## src/rtl/opcode_io_trigger.sv

```systemverilog
module opcode_io_trigger #(
  parameter int DATA_W = 8,
  parameter int TAG_W = 3,
  parameter logic [TAG_W-1:0] TAG_VAL = 3'b011,
  parameter int SEL_W = 3
) (
  input  logic clk,
  input  logic rst_n,
  input  logic fetch_sync,
  input  logic cycle_valid,
  input  logic [DATA_W-1:0] bus_data,
  output logic trig,
  output logic [DATA_W-TAG_W-1:0] payload,
  output logic [SEL_W-1:0] latch_sel,
  output logic latch_bit,
  output logic latch_wr,
  output logic aux_flag,
  output logic [(1<<SEL_W)-1:0] latch_q
);
  localparam int PAY_W = DATA_W - TAG_W;
  localparam int BIT_POS = DATA_W - SEL_W - 1;
  localparam int FLAG_POS = DATA_W - SEL_W - 2;

  logic hit;
  logic [SEL_W-1:0] sel_d;
  logic bit_d;

  assign hit   = fetch_sync && cycle_valid && (bus_data[TAG_W-1:0] == TAG_VAL);
  assign sel_d = bus_data[DATA_W-1 -: SEL_W];
  assign bit_d = bus_data[BIT_POS];

  always_ff @(posedge clk) begin
    if (!rst_n) begin
      trig      <= 1'b0;
      latch_wr  <= 1'b0;
      payload   <= '0;
      latch_sel <= '0;
      latch_bit <= 1'b0;
      aux_flag  <= 1'b0;
      latch_q   <= '0;
    end else begin
      trig     <= hit;
      latch_wr <= hit;
      if (hit) begin
        payload        <= bus_data[DATA_W-1 -: PAY_W];
        latch_sel      <= sel_d;
        latch_bit      <= bit_d;
        aux_flag       <= bus_data[FLAG_POS];
        latch_q[sel_d] <= bit_d;
      end
    end
  end
endmodule


```

## config.mk

```make
export PLATFORM = sky130hd
export DESIGN_NAME = opcode_io_trigger
export DESIGN_NICKNAME = d
export VERILOG_FILES = /design/src/rtl/opcode_io_trigger.sv
export SDC_FILE = /design/constraint.sdc
export NUM_CORES = 1
export LEC_CHECK = 0
export ABC_AREA = 1
export ABC_CLOCK_PERIOD_IN_PS = 800
export CAP_MARGIN = 30
export CELL_PAD_IN_SITES_DETAIL_PLACEMENT = 2
export CELL_PAD_IN_SITES_GLOBAL_PLACEMENT = 2
export CORE_MARGIN = 1
export CORE_UTILIZATION = 26
export CTS_CLUSTER_DIAMETER = 120
export CTS_CLUSTER_SIZE = 24
export DETAILED_ROUTE_END_ITERATION = 8
export DONT_BUFFER_PORTS = 1
export HOLD_SLACK_MARGIN = 0.12
export PLACE_DENSITY_LB_ADDON = 0.1
export SYNTH_ARGS = -nofsm -noshare
export SYNTH_HDL_FRONTEND = slang
export SYNTH_SLANG_ARGS = --single-unit
```

## constraint.sdc

```tcl
create_clock -name clk -period 0.8 [get_ports clk]
set_input_delay 0.08 -clock clk [delete_from_list [all_inputs] [get_ports clk]]
set_output_delay 0.08 -clock clk [all_outputs]
set_load 0.02 [all_outputs]
```

==> results.ini, run 1 <==
[job]
drv_cap=0

[finish]
areaGrowthSynthToFinish_pct=30.6
final_common_cell=nor2_1
final_area_sq_um=903
diodes=0
drive_gt1_frac=0.313
utilization=0.361
final_cell_mix=nor2_1 (30), nand2_1 (17), dfxtp_2 (14), buf_6 (14)
nets=128

[outcome]
failed_checks=hold timing, setup timing
status=finished with violations

[sta]
setup_tns_ns=-0.505
fin_crit_sh=1.05
tightest_slew_ns=0.203
layout_setup_ws_ns=-0.0400
rsz0062_at_grt=yes
finClkSkew_ns=0
final_hold_viol_count=13
whs_ns=-0.0919
slew_headroom=0.865
period_minus_slack_ns=0.840
setup_viol=20
timing.fmax_mhz=1190
slew_viol_final=0

[worst_setup_path]
rrSetupSlack_ns=0.16
cp_slowest_stage_delay_ns=0.34
path_max_fanout=2
crit_path_end=latch_sel[1]
slowest_stage=dfxtp_2
critPathTopFamily=flip-flops
r2r_start=latch_q[1]
cp_num_buf_inv=1
crit_start=payload[3]
rr_worst_depth=2
startpoint_type=register
timing.rr.end=latch_q[1]
path_cells=buf_6
crit_arrival_ns=0.76
worst-endpoint-required_ns=0.72
critical_path_depth=1
crit_type=register to output pin
crit_path_end_kind=output pin

[global_route]
grt_max_degree=20
grt_pass1_vias=704
grt_usage=0.146
grt_pass1_wl_microns=2990
antenna_found_initial=0
grt_overflow=0

[clocking]
post-cts-setup-buffer-count=0
clkSinkCount=14
cts_max_level=1
cts_made_buffers=3
cts_root_buffer=clkbuf_4
insertion_delay_ns=0.28
path_clk_slew_ns=0.09
cts_tree=done
cts_hold_buffers=1
clock_path_buffers=2

[detailed_routing]
vias=673
drtIter0Drc=2
totalWireLength_microns=1860
dr.pass1.iters=2
viasPerCell=4.64
drc=0
ant_nets=0
wl_per_cell_microns=12.9

[placement]
place_ws_ns=-0.0832
dpl_cell_area_sq_um=787
numPortBuffers=0
dpl.hpwl_microns=1410
gp_congestion=0.686

[synthesis]
synth_fp_nets=116
synth-seq-cells=14
post_synth.cell_area_avg_sq_um=6.65
netlist_area_sq_um=692
synthDistinctLibCells=13
ys_seq_area_frac=0.405
yosys.area.top_type=dfxtp_1
syn_inst=104
ys_top_cells_by_area=dfxtp_1 (41%), nor2_1 (16%), nand2_1 (9.2%)
synth_warnings=0
synthDominantCellAreaShare=0.405

[floorplanning]
core_area_sq_um=2500
initial_core_util=0.277
dieHeight_microns=53.6
rows=18
die_area_sq_um=2870
ioPinCount=32
die_x_microns=53.6

[power]
p_leak_nw=0.403
ir_drop_mv=0.762
power_density_nw_per_um2=1490

[hold_path]
holdCritPathClass=primary input to register

worst min-delay path by stage:
| stage | cells past startpoint | slack (ns) | to | start |
|---|---|---|---|---|
| floorplan | 2 | 0.22 | payload[0] | rst_n |
| global placement | 2 | 0.21 | latch_wr | rst_n |
| detailed placement | 2 | 0.21 | latch_wr | rst_n |
| CTS | 2 | -0.10 | latch_q[0] | rst_n |
| global route | 2 | -0.10 | latch_q[6] | rst_n |
| finish | 2 | -0.09 | latch_q[0] | rst_n |
metal layers:
layer	wire length (microns)	GRT usage	share of wire	up-vias
li1	-	-	-	338
met4	15	0.0439	0.0080	0
met1	774	0.148	0.42	315
met2	933	0.271	0.50	18
met3	140	0.0565	0.075	2
met5	0	0	0	-
flip-flops by register name, indices dropped and copies added (netlist names):
signal and flops:
latch_q 8, payload 5, latch_wr 1
worst reg2reg max path: stages, from the launching register on:
cell and delay (ns):
dfxtp_2 0.33, a21oi_1 0.13, nor2_1 0.07
timing repair:
item / in CTS / in global routing
endpoints found under the hold margin: 14 / 14
setup endpoints to repair: 20 / 20
resized for setup: 28 / 0
cells by family after synthesis:
family	after synthesis	synth area share
simple gates	59	0.358
buf+inv	20	0.157
flops	14	0.405
compound gates	11	0.0796
where the power goes:
group          internal (mW)  switching [mW]  leakage [nW]
Combinational         0.0473          0.0789         0.262
Sequential             0.705         0.00484         0.120
Clock                  0.277           0.238        0.0210
Total                   1.03           0.322         0.403
Yosys cell counts, drive strengths merged:
library cell   n
inv           11
a21oi          6
buf            9
nor2          31
dfxtp         14
nand3         11
nand2         17
o21ai          5
cell type report:
class,count,area (sq um)
fill,301,1600
timing repair buffer,16,188
multi-input combinational,70,303
clock buffer,4,36.3
tap,30,37.5
inverter,11,41.3
sequential,14,298
through the flow:
stage	hold slack [ns]	power, mW	std cells
floorplan	0.216	0.832	104
global placement	0.208	0.840	140
detailed placement	0.209	0.843	140
CTS	-0.102	1.38	145
global route	-0.102	1.42	145
finish	-0.0919	1.35	145
No activity file was read; power rests on OpenSTA's default activity.
==> run 2, diff against run 1 <==
--- a/config.mk
+++ b/config.mk
@@ -10,6 +10,7 @@
 export CAP_MARGIN = 30
 export CELL_PAD_IN_SITES_DETAIL_PLACEMENT = 2
 export CELL_PAD_IN_SITES_GLOBAL_PLACEMENT = 2
+export CORE_ASPECT_RATIO = 0.5
 export CORE_MARGIN = 1
 export CORE_UTILIZATION = 26
 export CTS_CLUSTER_DIAMETER = 120
==> results.ini, run 2 (same netlist as run 1, synthesis figures left out) <==
[detailed_routing]
drtIter0Drc=6
wl_per_cell_microns=12.5
totalWireLength_microns=1890
dr.pass1.iters=3
vias=685
drc=0
viasPerCell=4.54
ant_nets=0

[clocking]
cts_made_buffers=3
cts_tree=done
clock_path_buffers=2
insertion_delay_ns=0.25
path_clk_slew_ns=0.06
cts_max_level=1
cts_root_buffer=clkbuf_8
cts_hold_buffers=1
clkSinkCount=14

[hold_path]
holdCritPathClass=primary input to register
hp-start=rst_n

[finish]
largest-register=latch_q
final_cell_mix=nor2_1 (30), nand2_1 (17), dfxtp_2 (14), buf_6 (14)
largest_reg_flops=8
nets=129
drive_gt1_frac=0.319
final_common_cell=nor2_1
diodes=0
areaGrowthSynthToFinish_pct=35.3
fill_cells=288
largestRegisters=latch_q (8), payload (5), latch_wr (1)

[sta]
rsz0062_at_grt=yes
fin_crit_sh=0.997
setup_viol=0
period_minus_slack_ns=0.798
timing.fmax_mhz=1250
whs_ns=-0.0514
finClkSkew_ns=0
setup_tns_ns=0
final_hold_viol_count=13
slew_viol_final=0
slew_headroom=0.861
tightest_slew_ns=0.206

[worst_setup_path]
critPathTopFamily=flip-flops
crit_type=register to output pin
slowest_stage=dfxtp_2
path_cells=buf_6
crit_path_end_kind=output pin
r2r_start=payload[4]
path_max_fanout=2
cp_slowest_stage_delay_ns=0.33
cp_num_buf_inv=1
startpoint_type=register
worst-endpoint-required_ns=0.72
crit_start=payload[1]
crit_arrival_ns=0.72

[power]
p_leak_nw=0.416
power_density_nw_per_um2=1630
ir_drop_mv=0.887
power_mw=1.53

[outcome]
failed_checks=hold timing
status=finished with violations

[floorplanning]
die_area_sq_um=2880
initial_core_util=0.294
core_area_sq_um=2360
dieHeight_microns=38.5
die_x_microns=75.0
rows=12
ioPinCount=32

[placement]
numPortBuffers=0
dpl.hpwl_microns=1460
gp_congestion=0.701

[global_route]
grt_overflow=0
grt_usage=0.157
antenna_found_initial=0
grt_pass1_vias=720
grt_max_degree=20
grt_pass1_wl_microns=3190

[job]
drv_cap=0

==> run 2: changes by cell type in the layout (fill, tap and decap cells not counted) <==
cell      change
clkbuf_8      +3
clkbuf_4      -3
buf_4         +1
==> run 2: worst paths after layout <==
check               end  slack [ns]  depth (start not counted)
max           latch_bit       0.002                          1
min reg2reg  payload[2]        0.49                          2
min          latch_q[4]       -0.05                          2
max reg2reg  payload[4]        0.10                          3
==> run 2: per-stage QoR <==
step                      setup slack, ns  utilization  std cells  area (sq um)
after CTS                         -0.0113        0.396        151           935
final                             0.00243        0.397        151           936
after global placement            -0.0947        0.337        145           793
after detailed placement           -0.191        0.337        145           793
after global routing              -0.0258        0.397        151           936
after floorplan                    0.0680            -        104           692
==> run 2: power breakdown <==
part | internal, mW | switching (mW)
Sequential | 0.706 | 0.00491
Combinational | 0.0485 | 0.0801
Clock | 0.436 | 0.254
Total | 1.19 | 0.339
==> run 2: final cells by class <==
| class | instances | area (sq um) | area share |
|---|---|---|---|
| clock buffer | 4 | 55.1 | 0.0588 |
| inverter | 11 | 41.3 | 0.0441 |
| multi-input combinational | 70 | 303 | 0.324 |
| sequential | 14 | 298 | 0.318 |
| tap | 35 | 43.8 | 0.0468 |
| timing repair buffer | 17 | 195 | 0.209 |
==> run 2: routing by layer <==
layer | wire [microns] | GRT usage | part of all wire | up-vias
met5 | 0 | 0 | 0 | -
met4 | 0 | 0.0283 | 0 | 0
met3 | 164 | 0.0632 | 0.087 | 0
met2 | 872 | 0.286 | 0.46 | 21
met1 | 852 | 0.176 | 0.45 | 324
li1 | - | - | - | 340
==> run 2: worst register-to-register path, stage by stage (launching register included) <==
cell and delay [ns]:
dfxtp_2 0.32, buf_4 0.12, nor2_1 0.10, nor2_1 0.05
==> run 2: repair_timing <==
action                                 in CTS  in global routing
endpoints found under the hold margin      14                 13
gates resized for setup                    27                  1
buffers inserted                            1                  0
setup endpoints to repair                  20                 14
cloned                                      0                  0
==> run 3, diff against run 2 <==
==> constraint.sdc (replaced) <==
create_clock -name clk -period 0.8 [get_ports clk]
set_input_delay 0.04 -clock clk [delete_from_list [all_inputs] [get_ports clk]]
set_output_delay 0.04 -clock clk [all_outputs]
set_load 0.02 [all_outputs]
==> results.ini, run 3 (same netlist as run 1, synthesis figures left out) <==
[finish]
areaGrowthSynthToFinish_pct=26.8
final_common_cell=nor2_1
stdcell_count=149
diodes=0
largest-register=latch_q
largestRegisters=latch_q (8), payload (5), latch_wr (1)
drive_gt1_frac=0.237
nets=127
final_cell_mix=nor2_1 (30), nand2_1 (17), inv_1 (10), nand3_1 (10)
utilization=0.372
largest_reg_flops=8
regArea_sq_um=288
multiInputGateArea_sq_um=303
fill_cells=286

[worst_setup_path]
crit_path_end_kind=output pin
startpoint_type=register
crit_type=register to output pin
cp_slowest_stage_delay_ns=0.34
cp_num_buf_inv=1
slowest_stage=dfxtp_1
rr_worst_depth=4
crit_arrival_ns=0.73
critPathTopFamily=flip-flops
critical_path_depth=1
path_cells=buf_4
path_max_fanout=2
worst-endpoint-required_ns=0.76

[placement]
gp_congestion=0.718
dpl.hpwl_microns=1470
placed_cells=144
numPortBuffers=0

[floorplanning]
die_area_sq_um=2880
initial_core_util=0.294
rows=12
die_x_microns=75.0
core_area_sq_um=2360
dieHeight_microns=38.5
ioPinCount=32

[global_route]
grt_use_met3=0.0737
grt_usage=0.158
grt_max_degree=20
grt_overflow=0
grt_use_met2=0.277
antenna_found_initial=0
met1_usage=0.176
grt.busiest_layer=met2
grt_pass1_wl_microns=3160
grt_pass1_vias=714

[clocking]
clkSinkCount=14
cts_hold_buffers=1
clock_path_buffers=2
cts_tree=done
path_clk_slew_ns=0.06
insertion_delay_ns=0.25
cts_root_buffer=clkbuf_8
cts_made_buffers=3
cts_max_level=1

[sta]
fin_crit_sh=0.964
timing.fmax_mhz=1300
finClkSkew_ns=0
whs_ns=-0.0890
slew_headroom=0.858
final_hold_viol_count=13
rsz0062_at_grt=no
period_minus_slack_ns=0.771
setup_viol=0
tightest_slew_ns=0.212
slew_viol_final=0

[outcome]
failed_checks=hold timing
status=finished with violations

[hold_path]
hold_depth=2
holdCritPathClass=primary input to register

[power]
power_density_nw_per_um2=1750
ir_drop_mv=0.797
p_leak_nw=0.395

[detailed_routing]
drtIter0Drc=10
viasPerCell=4.46
ant_nets=0
totalWireLength_microns=1910
drc=0
dr.pass1.iters=4
vias=665
wl_per_cell_microns=12.8

[job]
drv_cap=0

## run 3: power breakdown
| group | internal [mW] | switching [mW] |
|---|---|---|
| registers | 0.706 | 0.00618 |
| clock network | 0.436 | 0.264 |
| logic | 0.0456 | 0.0774 |
## run 3: layout make-up
cell class / count / area share
tap: 35 / 0.0499
multi-input combinational: 70 / 0.345
inverter: 11 / 0.0471
clock buffer: 4 / 0.0628
sequential: 14 / 0.328
timing repair buffer: 15 / 0.167
## run 3: worst paths after layout
path              start         end  slack [ns]
max          latch_q[3]  latch_q[3]        0.03
max reg2reg  latch_q[6]  latch_q[6]        0.17
min reg2reg  payload[1]  payload[1]        0.48
min               rst_n  latch_q[1]       -0.09
## run 3: timing repair
item                                    in CTS  in global routing
endpoints found under the setup margin      12                  7
gates resized for setup                      8                  4
buffers inserted                             0                  0
endpoints found under the hold margin       14                 13
## run 3: per-stage QoR
stage,total power [mW],setup TNS [ns],setup WS (ns),cell area [sq um]
floorplan,0.832,0,0.104,692
global placement,0.838,-0.156,-0.0533,786
detailed placement,0.843,-0.480,-0.130,786
CTS,1.56,0,0.00537,873
global route,1.61,0,0.000304,877
finish,1.54,0,0.0285,877
## run 3: metal layers
metal	routed length (microns)	up-vias
met5	0	-
met4	16	0
met3	172	3
met2	843	20
met1	878	307
li1	-	335
